**src/rtl/tpd_pkg.sv**
```systemverilog
package tpd_pkg;

    localparam int ADC_W  = 12;
    localparam int WORD_W = 16;

    localparam logic [2:0] SRC_NONE = 3'd0;
    localparam logic [2:0] SRC_X    = 3'd1;
    localparam logic [2:0] SRC_Y    = 3'd2;
    localparam logic [2:0] SRC_Z    = 3'd3;

    localparam logic [3:0] DLY_FORCE = 4'hF;

    typedef enum logic [1:0] {
        ST_IDLE   = 2'd0,
        ST_SETTLE = 2'd1,
        ST_CONV   = 2'd2,
        ST_STORE  = 2'd3
    } tpd_state_e;

    typedef struct packed {
        logic             pen;
        logic [2:0]       src;
        logic [ADC_W-1:0] val;
    } tpd_word_t;

    typedef struct packed {
        tpd_state_e        st;
        logic [2:0]        src;
        logic              pair;
        logic              second;
        logic              cont;
        logic              busy;
        logic              pend;
        logic              start;
        logic              slot_v;
        logic [WORD_W-1:0] slot_w;
        logic [WORD_W-1:0] rb;
        logic [ADC_W-1:0]  data;
    } tpd_regs_t;

    function automatic logic src_valid(input logic [2:0] s);
        return (s == SRC_X) || (s == SRC_Y) || (s == SRC_Z);
    endfunction

    function automatic logic [2:0] drive_of(input logic [2:0] s);
        logic [2:0] d;
        case (s)
            SRC_X:   d = 3'b001;
            SRC_Y:   d = 3'b010;
            SRC_Z:   d = 3'b100;
            default: d = 3'b000;
        endcase
        return d;
    endfunction

endpackage

```
**src/rtl/tpd_settle.sv**
```systemverilog
module tpd_settle #(
    parameter int DLY_UNIT = 1
) (
    input  logic       clk,
    input  logic       rst_n,
    input  logic       load,
    input  logic       run,
    input  logic [3:0] code,
    output logic       expired
);
    import tpd_pkg::*;

    localparam int MAX_TICKS = DLY_UNIT << 14;
    localparam int CNT_W     = $clog2(MAX_TICKS + 1);

    logic [CNT_W-1:0] cnt_d, cnt_q;
    logic [CNT_W-1:0] ticks;

    always_comb begin
        if (code == DLY_FORCE) begin
            ticks = '0;
        end else begin
            ticks = CNT_W'(DLY_UNIT) << code;
        end
        cnt_d = cnt_q;
        if (load) begin
            cnt_d = ticks;
        end else if (run && (cnt_q != '0)) begin
            cnt_d = cnt_q - 1'b1;
        end
    end

    always_ff @(posedge clk or negedge rst_n) begin
        if (!rst_n) begin
            cnt_q <= '0;
        end else begin
            cnt_q <= cnt_d;
        end
    end

    assign expired = (cnt_q == '0);

    // counter steps down by one per running cycle
    a_r4_count_down: assert property (@(posedge clk) disable iff (!rst_n)
        (run && !load && cnt_q != '0) |=> (cnt_q == $past(cnt_q) - 1'b1));

    // a load is never already expired unless the code asks for zero ticks
    a_r4_load_value: assert property (@(posedge clk) disable iff (!rst_n)
        (load && code != DLY_FORCE) |=> !expired);

endmodule

```
**src/rtl/tpd_rate.sv**
```systemverilog
module tpd_rate #(
    parameter int RATE_UNIT = 64
) (
    input  logic       clk,
    input  logic       rst_n,
    input  logic       reload,
    input  logic [1:0] rate,
    output logic       due
);
    localparam int MAX_P = RATE_UNIT << 6;
    localparam int CW    = $clog2(MAX_P + 1);

    logic [CW-1:0] cnt_d, cnt_q;
    logic [CW-1:0] period;

    always_comb begin
        period = CW'(RATE_UNIT) << {rate, 1'b0};
        cnt_d  = cnt_q;
        if (reload) begin
            cnt_d = period - 1'b1;
        end else if (cnt_q != '0) begin
            cnt_d = cnt_q - 1'b1;
        end
    end

    always_ff @(posedge clk or negedge rst_n) begin
        if (!rst_n) begin
            cnt_q <= '0;
        end else begin
            cnt_q <= cnt_d;
        end
    end

    assign due = (cnt_q == '0);

    // a start reloads a full period, so the next start is not due at once
    a_r7_reload_not_due: assert property (@(posedge clk) disable iff (!rst_n)
        reload |=> !due);

endmodule

```
**src/rtl/tpd_wake.sv**
```systemverilog
module tpd_wake (
    input  logic clk,
    input  logic rst_n,
    input  logic sleep,
    input  logic pen_down,
    input  logic full_mode,
    input  logic link_reset,
    output logic wake_pulse,
    output logic link_hold
);
    typedef struct packed {
        logic pen;
        logic hold;
        logic pulse;
    } wake_regs_t;

    wake_regs_t w_d, w_q;
    logic       rise;

    always_comb begin
        rise      = pen_down && !w_q.pen;
        w_d       = w_q;
        w_d.pen   = pen_down;
        w_d.pulse = sleep && rise && full_mode;
        if (link_reset) begin
            w_d.hold = 1'b0;
        end else if (sleep && rise && !full_mode) begin
            w_d.hold = 1'b1;
        end
    end

    always_ff @(posedge clk or negedge rst_n) begin
        if (!rst_n) begin
            w_q <= '0;
        end else begin
            w_q <= w_d;
        end
    end

    assign wake_pulse = w_q.pulse;
    assign link_hold  = w_q.hold;

    // the wake request lasts one cycle
    a_r12_single_pulse: assert property (@(posedge clk) disable iff (!rst_n)
        wake_pulse |=> !wake_pulse);

    // a wake request only follows a cycle spent asleep
    a_r12_only_asleep: assert property (@(posedge clk) disable iff (!rst_n)
        wake_pulse |-> $past(sleep));

    // the link hold stays until the link reset
    a_r13_hold_sticky: assert property (@(posedge clk) disable iff (!rst_n)
        (link_hold && !link_reset) |=> link_hold);

endmodule

```
**src/rtl/touch_digitiser.sv**
```systemverilog
module touch_digitiser #(
    parameter int DLY_UNIT  = 1,
    parameter int RATE_UNIT = 64
) (
    input  logic        clk,
    input  logic        rst_n,
    input  logic        cfg_cont,
    input  logic        cfg_coord,
    input  logic        cfg_wait,
    input  logic        cfg_wake_full,
    input  logic [2:0]  cfg_sel,
    input  logic [3:0]  cfg_delay,
    input  logic [1:0]  cfg_rate,
    input  logic        poll_start,
    input  logic        rd_strobe,
    output logic        poll_busy,
    output logic [15:0] rb_word,
    output logic        rb_valid,
    output logic        slot_valid,
    output logic [15:0] slot_word,
    output logic [2:0]  drive_en,
    output logic        adc_start,
    input  logic        adc_done,
    input  logic [11:0] adc_data,
    input  logic        pen_down,
    input  logic        sleep,
    input  logic        link_reset,
    output logic        wake_pulse,
    output logic        link_hold
);
    import tpd_pkg::*;

    tpd_regs_t r_d, r_q;

    logic      settle_load;
    logic      settle_expired;
    logic      rate_reload;
    logic      rate_due;
    logic      force_on;
    logic      pair_eff;
    logic      sel_ok;
    logic      do_store;
    tpd_word_t word;

    tpd_settle #(.DLY_UNIT(DLY_UNIT)) u_settle (
        .clk     (clk),
        .rst_n   (rst_n),
        .load    (settle_load),
        .run     (r_q.st == ST_SETTLE),
        .code    (cfg_delay),
        .expired (settle_expired)
    );

    tpd_rate #(.RATE_UNIT(RATE_UNIT)) u_rate (
        .clk    (clk),
        .rst_n  (rst_n),
        .reload (rate_reload),
        .rate   (cfg_rate),
        .due    (rate_due)
    );

    tpd_wake u_wake (
        .clk        (clk),
        .rst_n      (rst_n),
        .sleep      (sleep),
        .pen_down   (pen_down),
        .full_mode  (cfg_wake_full),
        .link_reset (link_reset),
        .wake_pulse (wake_pulse),
        .link_hold  (link_hold)
    );

    always_comb begin
        force_on = (cfg_delay == DLY_FORCE);
        pair_eff = cfg_coord && !force_on && ((cfg_sel == SRC_X) || (cfg_sel == SRC_Y));
        sel_ok   = src_valid(cfg_sel);

        word.pen = pen_down;
        word.src = r_q.src;
        word.val = r_q.data;

        r_d         = r_q;
        r_d.start   = 1'b0;
        r_d.slot_v  = 1'b0;
        settle_load = 1'b0;
        rate_reload = 1'b0;
        do_store    = 1'b0;

        if (poll_start && sel_ok && !cfg_cont) begin
            r_d.busy = 1'b1;
        end
        if (rd_strobe) begin
            r_d.pend = 1'b0;
        end

        case (r_q.st)
            ST_IDLE: begin
                if (sel_ok && ((cfg_cont && rate_due) || (!cfg_cont && r_q.busy))) begin
                    r_d.st      = ST_SETTLE;
                    r_d.src     = pair_eff ? SRC_X : cfg_sel;
                    r_d.pair    = pair_eff;
                    r_d.second  = 1'b0;
                    r_d.cont    = cfg_cont;
                    settle_load = 1'b1;
                    rate_reload = 1'b1;
                end
            end
            ST_SETTLE: begin
                if (settle_expired) begin
                    r_d.st    = ST_CONV;
                    r_d.start = 1'b1;
                end
            end
            ST_CONV: begin
                if (adc_done) begin
                    r_d.data = adc_data;
                    r_d.st   = ST_STORE;
                end
            end
            ST_STORE: begin
                if (r_q.cont) begin
                    r_d.slot_v = 1'b1;
                    r_d.slot_w = word;
                    do_store   = 1'b1;
                end else if (!cfg_wait || !r_q.pend || rd_strobe) begin
                    r_d.rb   = word;
                    r_d.pend = 1'b1;
                    do_store = 1'b1;
                end
                if (do_store) begin
                    if (r_q.pair && !r_q.second) begin
                        r_d.src     = SRC_Y;
                        r_d.second  = 1'b1;
                        r_d.st      = ST_SETTLE;
                        settle_load = 1'b1;
                    end else begin
                        r_d.st = ST_IDLE;
                        if (!r_q.cont) begin
                            r_d.busy = 1'b0;
                        end
                    end
                end
            end
            default: r_d.st = ST_IDLE;
        endcase
    end

    always_ff @(posedge clk or negedge rst_n) begin
        if (!rst_n) begin
            r_q <= '0;
        end else begin
            r_q <= r_d;
        end
    end

    always_comb begin
        if ((r_q.st == ST_SETTLE) || (r_q.st == ST_CONV)) begin
            drive_en = drive_of(r_q.src);
        end else if (force_on) begin
            drive_en = drive_of(cfg_sel);
        end else begin
            drive_en = 3'b000;
        end
    end

    assign adc_start  = r_q.start;
    assign poll_busy  = r_q.busy;
    assign rb_word    = r_q.rb;
    assign rb_valid   = r_q.pend;
    assign slot_valid = r_q.slot_v;
    assign slot_word  = r_q.slot_w;

    // the converter start lasts a single cycle
    a_r5_start_single: assert property (@(posedge clk) disable iff (!rst_n)
        adc_start |=> !adc_start);

    // a start is only issued while the panel is driven
    a_r5_start_driven: assert property (@(posedge clk) disable iff (!rst_n)
        adc_start |-> (drive_en != 3'b000));

    // never more than one drive set on
    a_r3_drive_onehot: assert property (@(posedge clk) disable iff (!rst_n)
        $onehot0(drive_en));

    // an unread word under hold is left alone unless read
    a_r10_hold_unread: assert property (@(posedge clk) disable iff (!rst_n)
        (cfg_wait && rb_valid && !rd_strobe) |=> $stable(rb_word));

    // busy only drops once a result sits in readback
    a_r6_busy_clear: assert property (@(posedge clk) disable iff (!rst_n)
        $fell(poll_busy) |-> rb_valid);

    // a read outside a store leaves nothing pending
    a_r11_read_clears: assert property (@(posedge clk) disable iff (!rst_n)
        (rd_strobe && r_q.st != ST_STORE) |=> !rb_valid);

endmodule

```
**config.mk**
```make
export PLATFORM = sky130hd
export DESIGN_NAME = touch_digitiser
export DESIGN_NICKNAME = d
export VERILOG_FILES = /design/src/rtl/tpd_pkg.sv /design/src/rtl/tpd_settle.sv /design/src/rtl/tpd_rate.sv /design/src/rtl/tpd_wake.sv /design/src/rtl/touch_digitiser.sv
export SDC_FILE = /design/constraint.sdc
export NUM_CORES = 1
export LEC_CHECK = 0
export BUFFER_PORTS_ARGS = -buffer_cell sky130_fd_sc_hd__buf_2
export CAP_MARGIN = 20
export CORE_MARGIN = 1.5
export CORE_UTILIZATION = 35
export CTS_BUF_LIST = sky130_fd_sc_hd__clkbuf_4 sky130_fd_sc_hd__clkbuf_8 sky130_fd_sc_hd__clkbuf_16
export DETAILED_ROUTE_END_ITERATION = 10
export GPL_TIMING_DRIVEN = 0
export PLACE_DENSITY = 0.59
export SKIP_LAST_GASP = 1
export SLEW_MARGIN = 20
export SYNTH_ARGS = -nofsm -noshare
export SYNTH_HDL_FRONTEND = slang
export SYNTH_SLANG_ARGS = --single-unit
export TNS_END_PERCENT = 10
```
**constraint.sdc**
```tcl
create_clock -name clk -period 7.67 [get_ports clk]
set_clock_uncertainty 0.05 [all_clocks]
set_input_delay 1.534 -clock clk [delete_from_list [all_inputs] [get_ports clk]]
set_output_delay 1.534 -clock clk [all_outputs]
set_load 0.01 [all_outputs]
```
==> flow_metrics.env <==
export IMPL_status="finished clean"
export IMPL_hp_class="flop to flop"
export IMPL_cts_setup_buffers=0
export IMPL_post_route_period_util=0.553
export IMPL_drt_vias_per_instance=5.03
export IMPL_drt_pass1_iterations=4
export IMPL_syn_to_final_growth_pct=20.1
export IMPL_ys_seq_area_frac=0.507
export IMPL_cts_root_buffer="clkbuf_16"
export IMPL_drt_total_wl_mm=9.11
export IMPL_tns_ps=0
export IMPL_cp_required_ps=6090
export IMPL_rows=40
export IMPL_insertion_delay_ps=340
export IMPL_multiInputGateArea_um2=1790
export IMPL_clockBufferDepth=2
export IMPL_yosys_area_share_xor_xnor=0.0224
export IMPL_power_density_nw_per_um2=390
export IMPL_peakVddDrop_uv=189
export IMPL_gr_usage_met1=0.188
export IMPL_synthSimpleGateAreaFrac=0.151
export IMPL_critPathMaxFanout=7
export IMPL_yosys_warnings=0
export IMPL_ant_nets=0
export IMPL_htree_levels=3
export IMPL_finalSetupViolCount=0
export IMPL_wire_per_inst_um=14.6
export IMPL_fillers=1149
export IMPL_clk_pin_slew_worst_paths_ps=60
export IMPL_yosysTopAreaCell="dfrtp_1"
export IMPL_arrival_ps=2660
export IMPL_synthDistinctLibCells=56
export IMPL_synth_area_leaders="dfrtp_1 51%, mux2_2 11%, buf_4 5.6%, nand2_1 2.3%, nor2_1 2.2%"
export IMPL_synth_top_family_by_area="simple AND/OR/NAND/NOR gates"
export IMPL_synth_edf_count=0
export IMPL_drv_cap=0
export IMPL_synth_seq_cells=87
export IMPL_final_cells=622
export IMPL_fp_dieH_um=114
export IMPL_avgSynthCellArea_um2=11.1
export IMPL_grt_pass1_vias=3039
export IMPL_crit_path_max_incr_delay_ps=290
export IMPL_crit_path_top_delay_cell="nor3_1"
export IMPL_grt_usage=0.142
export IMPL_drive_gt1_frac=0.366
export IMPL_antenna_found_initial=0
export IMPL_fmax_mhz=236
export IMPL_hold_viol=0
export IMPL_overflow=0
export IMPL_dieArea_um2=13000
export IMPL_total_leakage_power_uw=0.00239
export IMPL_drcViolationCount=0
export IMPL_route_vias_total=3130
export IMPL_start_util=0.358
export IMPL_synth_adder_area_share=0.0175
export IMPL_fin_util=0.430
export IMPL_slew_viol_final=0
export IMPL_crit_type="input pin to output port"
export IMPL_num_io_pins=74
export IMPL_hpwl_mm=6.65
export IMPL_syn_area_um2=4300
export IMPL_gp_congestion=0.811
export IMPL_syn_nets=425
export IMPL_cts_buffers=9
export IMPL_netlist_instances=386
export IMPL_synth_top_cell_area_share=0.507
export IMPL_port_buffers=73
export IMPL_start_kind="input pin"
export IMPL_path_common_cell="buf_2"
export IMPL_grt_busiest_layer="met2"
export IMPL_dr_first_iter_drc_count=167
export IMPL_synth_compound_area_share=0.0897
export IMPL_design_core_area_um2=12000
export IMPL_path_cells="buf_2, nand4_1, nor3_1, nand2_1, o22ai_1, buf_2"
export IMPL_ys_flop_type="dfrtp_1"
export IMPL_ff_latch_area_um2=2180
export IMPL_cts_hold_fix_buffers=0
export IMPL_finalNetCount=510
export IMPL_use_met2=0.228
export IMPL_chipWidth_um=114
export IMPL_crit_path_end_kind="output port"
export IMPL_grt_max_degree=49
export IMPL_dp_cells=607
export IMPL_fin_crit_ps=4240
export IMPL_timing_slew_headroom=0.576
export IMPL_synthArstFlopShare=1.00
export IMPL_cts_resized=0
export IMPL_cts_sinks=87
export IMPL_num_antenna_cells=0
export IMPL_met3_usage=0.0367
export IMPL_grt_pass1_wl_mm=14.6
export IMPL_rsz0062_at_grt="false"
export IMPL_synthMuxAreaShare=0.134
export IMPL_worstMarginPinSlew_ps=636
export IMPL_cts_tree="yes"
## metal layers
layer / vias to the layer above / share of wire
met5: - / 0
met4: 0 / 0.013
met3: 10 / 0.041
met2: 62 / 0.49
met1: 1543 / 0.46
li1: 1515 / -
## cells by family after synthesis
group                      count (synthesis)
adders and majority gates                  6
muxes                                     52
DFF                                       87
buffers and inverters                     53
and+or+nand+nor                          123
AOI/OAI and AO/OA                         54
xor gates and xnor gates                  11
## report_power, final
group	total, uW	switching (uW)	internal [uW]
logic	771	347	424
registers	809	147	661
clock network	433	179	254
total	2010	674	1340
## cells in the final DEF (no fill, tap or decap), types with 2 or more instances in the layout
cell	count
dfrtp_1	87
buf_2	73
mux2_2	42
buf_4	33
nand2_1	26
nor2_1	25
nor3_1	15
o21ai_0	14
inv_1	11
a21oi_1	11
nand3_1	9
mux2i_1	9
clkbuf_16	9
clkbuf_1	7
nor2b_1	7
xnor2_1	7
nand4_1	6
ha_1	6
or3_1	5
or4_1	5
nand2b_1	4
nand3b_1	4
xor2_1	4
clkinvlp_4	4
o22ai_1	3
nor4_1	3
a211o_1	3
o41ai_1	2
and3_1	2
and3b_1	2
nor3b_1	2
buf_6	2
a41o_1	2
a31o_1	2
a31o_2	2
o211ai_1	2
## flip-flops by register name, summed over array words and instances, names as in the netlist, 13 cells and up
signal and cells:
u_settle.cnt_q 15, slot_word 16, r_q 20, rb_word 16, u_rate.cnt_q 13
## path summary, 6_finish.rpt
path                                         start                  to  slack (ps)  cells after the start
worst max register to register     u_rate.cnt_q[1]  u_settle.cnt_q[11]        4850                      7
worst max-delay path                  cfg_delay[3]         drive_en[1]        3430                      6
worst min register to register  u_settle.cnt_q[14]           adc_start         410                      1
worst min-delay path            u_settle.cnt_q[14]           adc_start         410                      1
min in group asynchronous                    rst_n          rb_word[5]        1170                      1
max in group asynchronous                    rst_n             r_q[50]        5760                      2
## synthesized netlist by cell type, types with 3 or more instances
| cell type | number |
|---|---|
| nor2_1 | 25 |
| nor2b_1 | 7 |
| nand3b_1 | 4 |
| mux2_2 | 42 |
| or3_1 | 5 |
| nand2_1 | 26 |
| ha_1 | 6 |
| or4_1 | 5 |
| a21oi_1 | 11 |
| xnor2_1 | 7 |
| o21ai_0 | 14 |
| inv_1 | 11 |
| nand3_1 | 9 |
| nand2b_1 | 4 |
| mux2i_1 | 9 |
| dfrtp_1 | 87 |
| nand4_1 | 6 |
| a211o_1 | 3 |
| clkbuf_1 | 7 |
| nor3_1 | 15 |
| nor4_1 | 3 |
| xor2_1 | 4 |
| buf_4 | 32 |
| o22ai_1 | 3 |
## through the flow
step	hold slack (ps)	instance area (um2)	setup slack (ps)	power, uW
2_1_floorplan	373	4300	3960	1350
3_3_place_gp	401	4850	3500	1560
3_5_place_dp	406	4870	3460	1590
4_1_cts	415	5160	3450	2030
5_1_grt	433	5160	3320	2150
6_report	414	5160	3430	2010
## cell type report
type	count	share of cell area
sequential	87	0.422
multi-input combinational	246	0.346
timing repair buffer	74	0.0751
buffer	42	0.0570
clock buffer	10	0.0451
tap	147	0.0356
clock inverter	5	0.0116
inverter	11	0.00800
## worst max-delay path: cells and delay by family
kind            cells  cell delay, ps
simple gates        3             650
buf+inv             2             310
compound gates      1             160
Note: power is estimated with default switching activity, not from simulation.
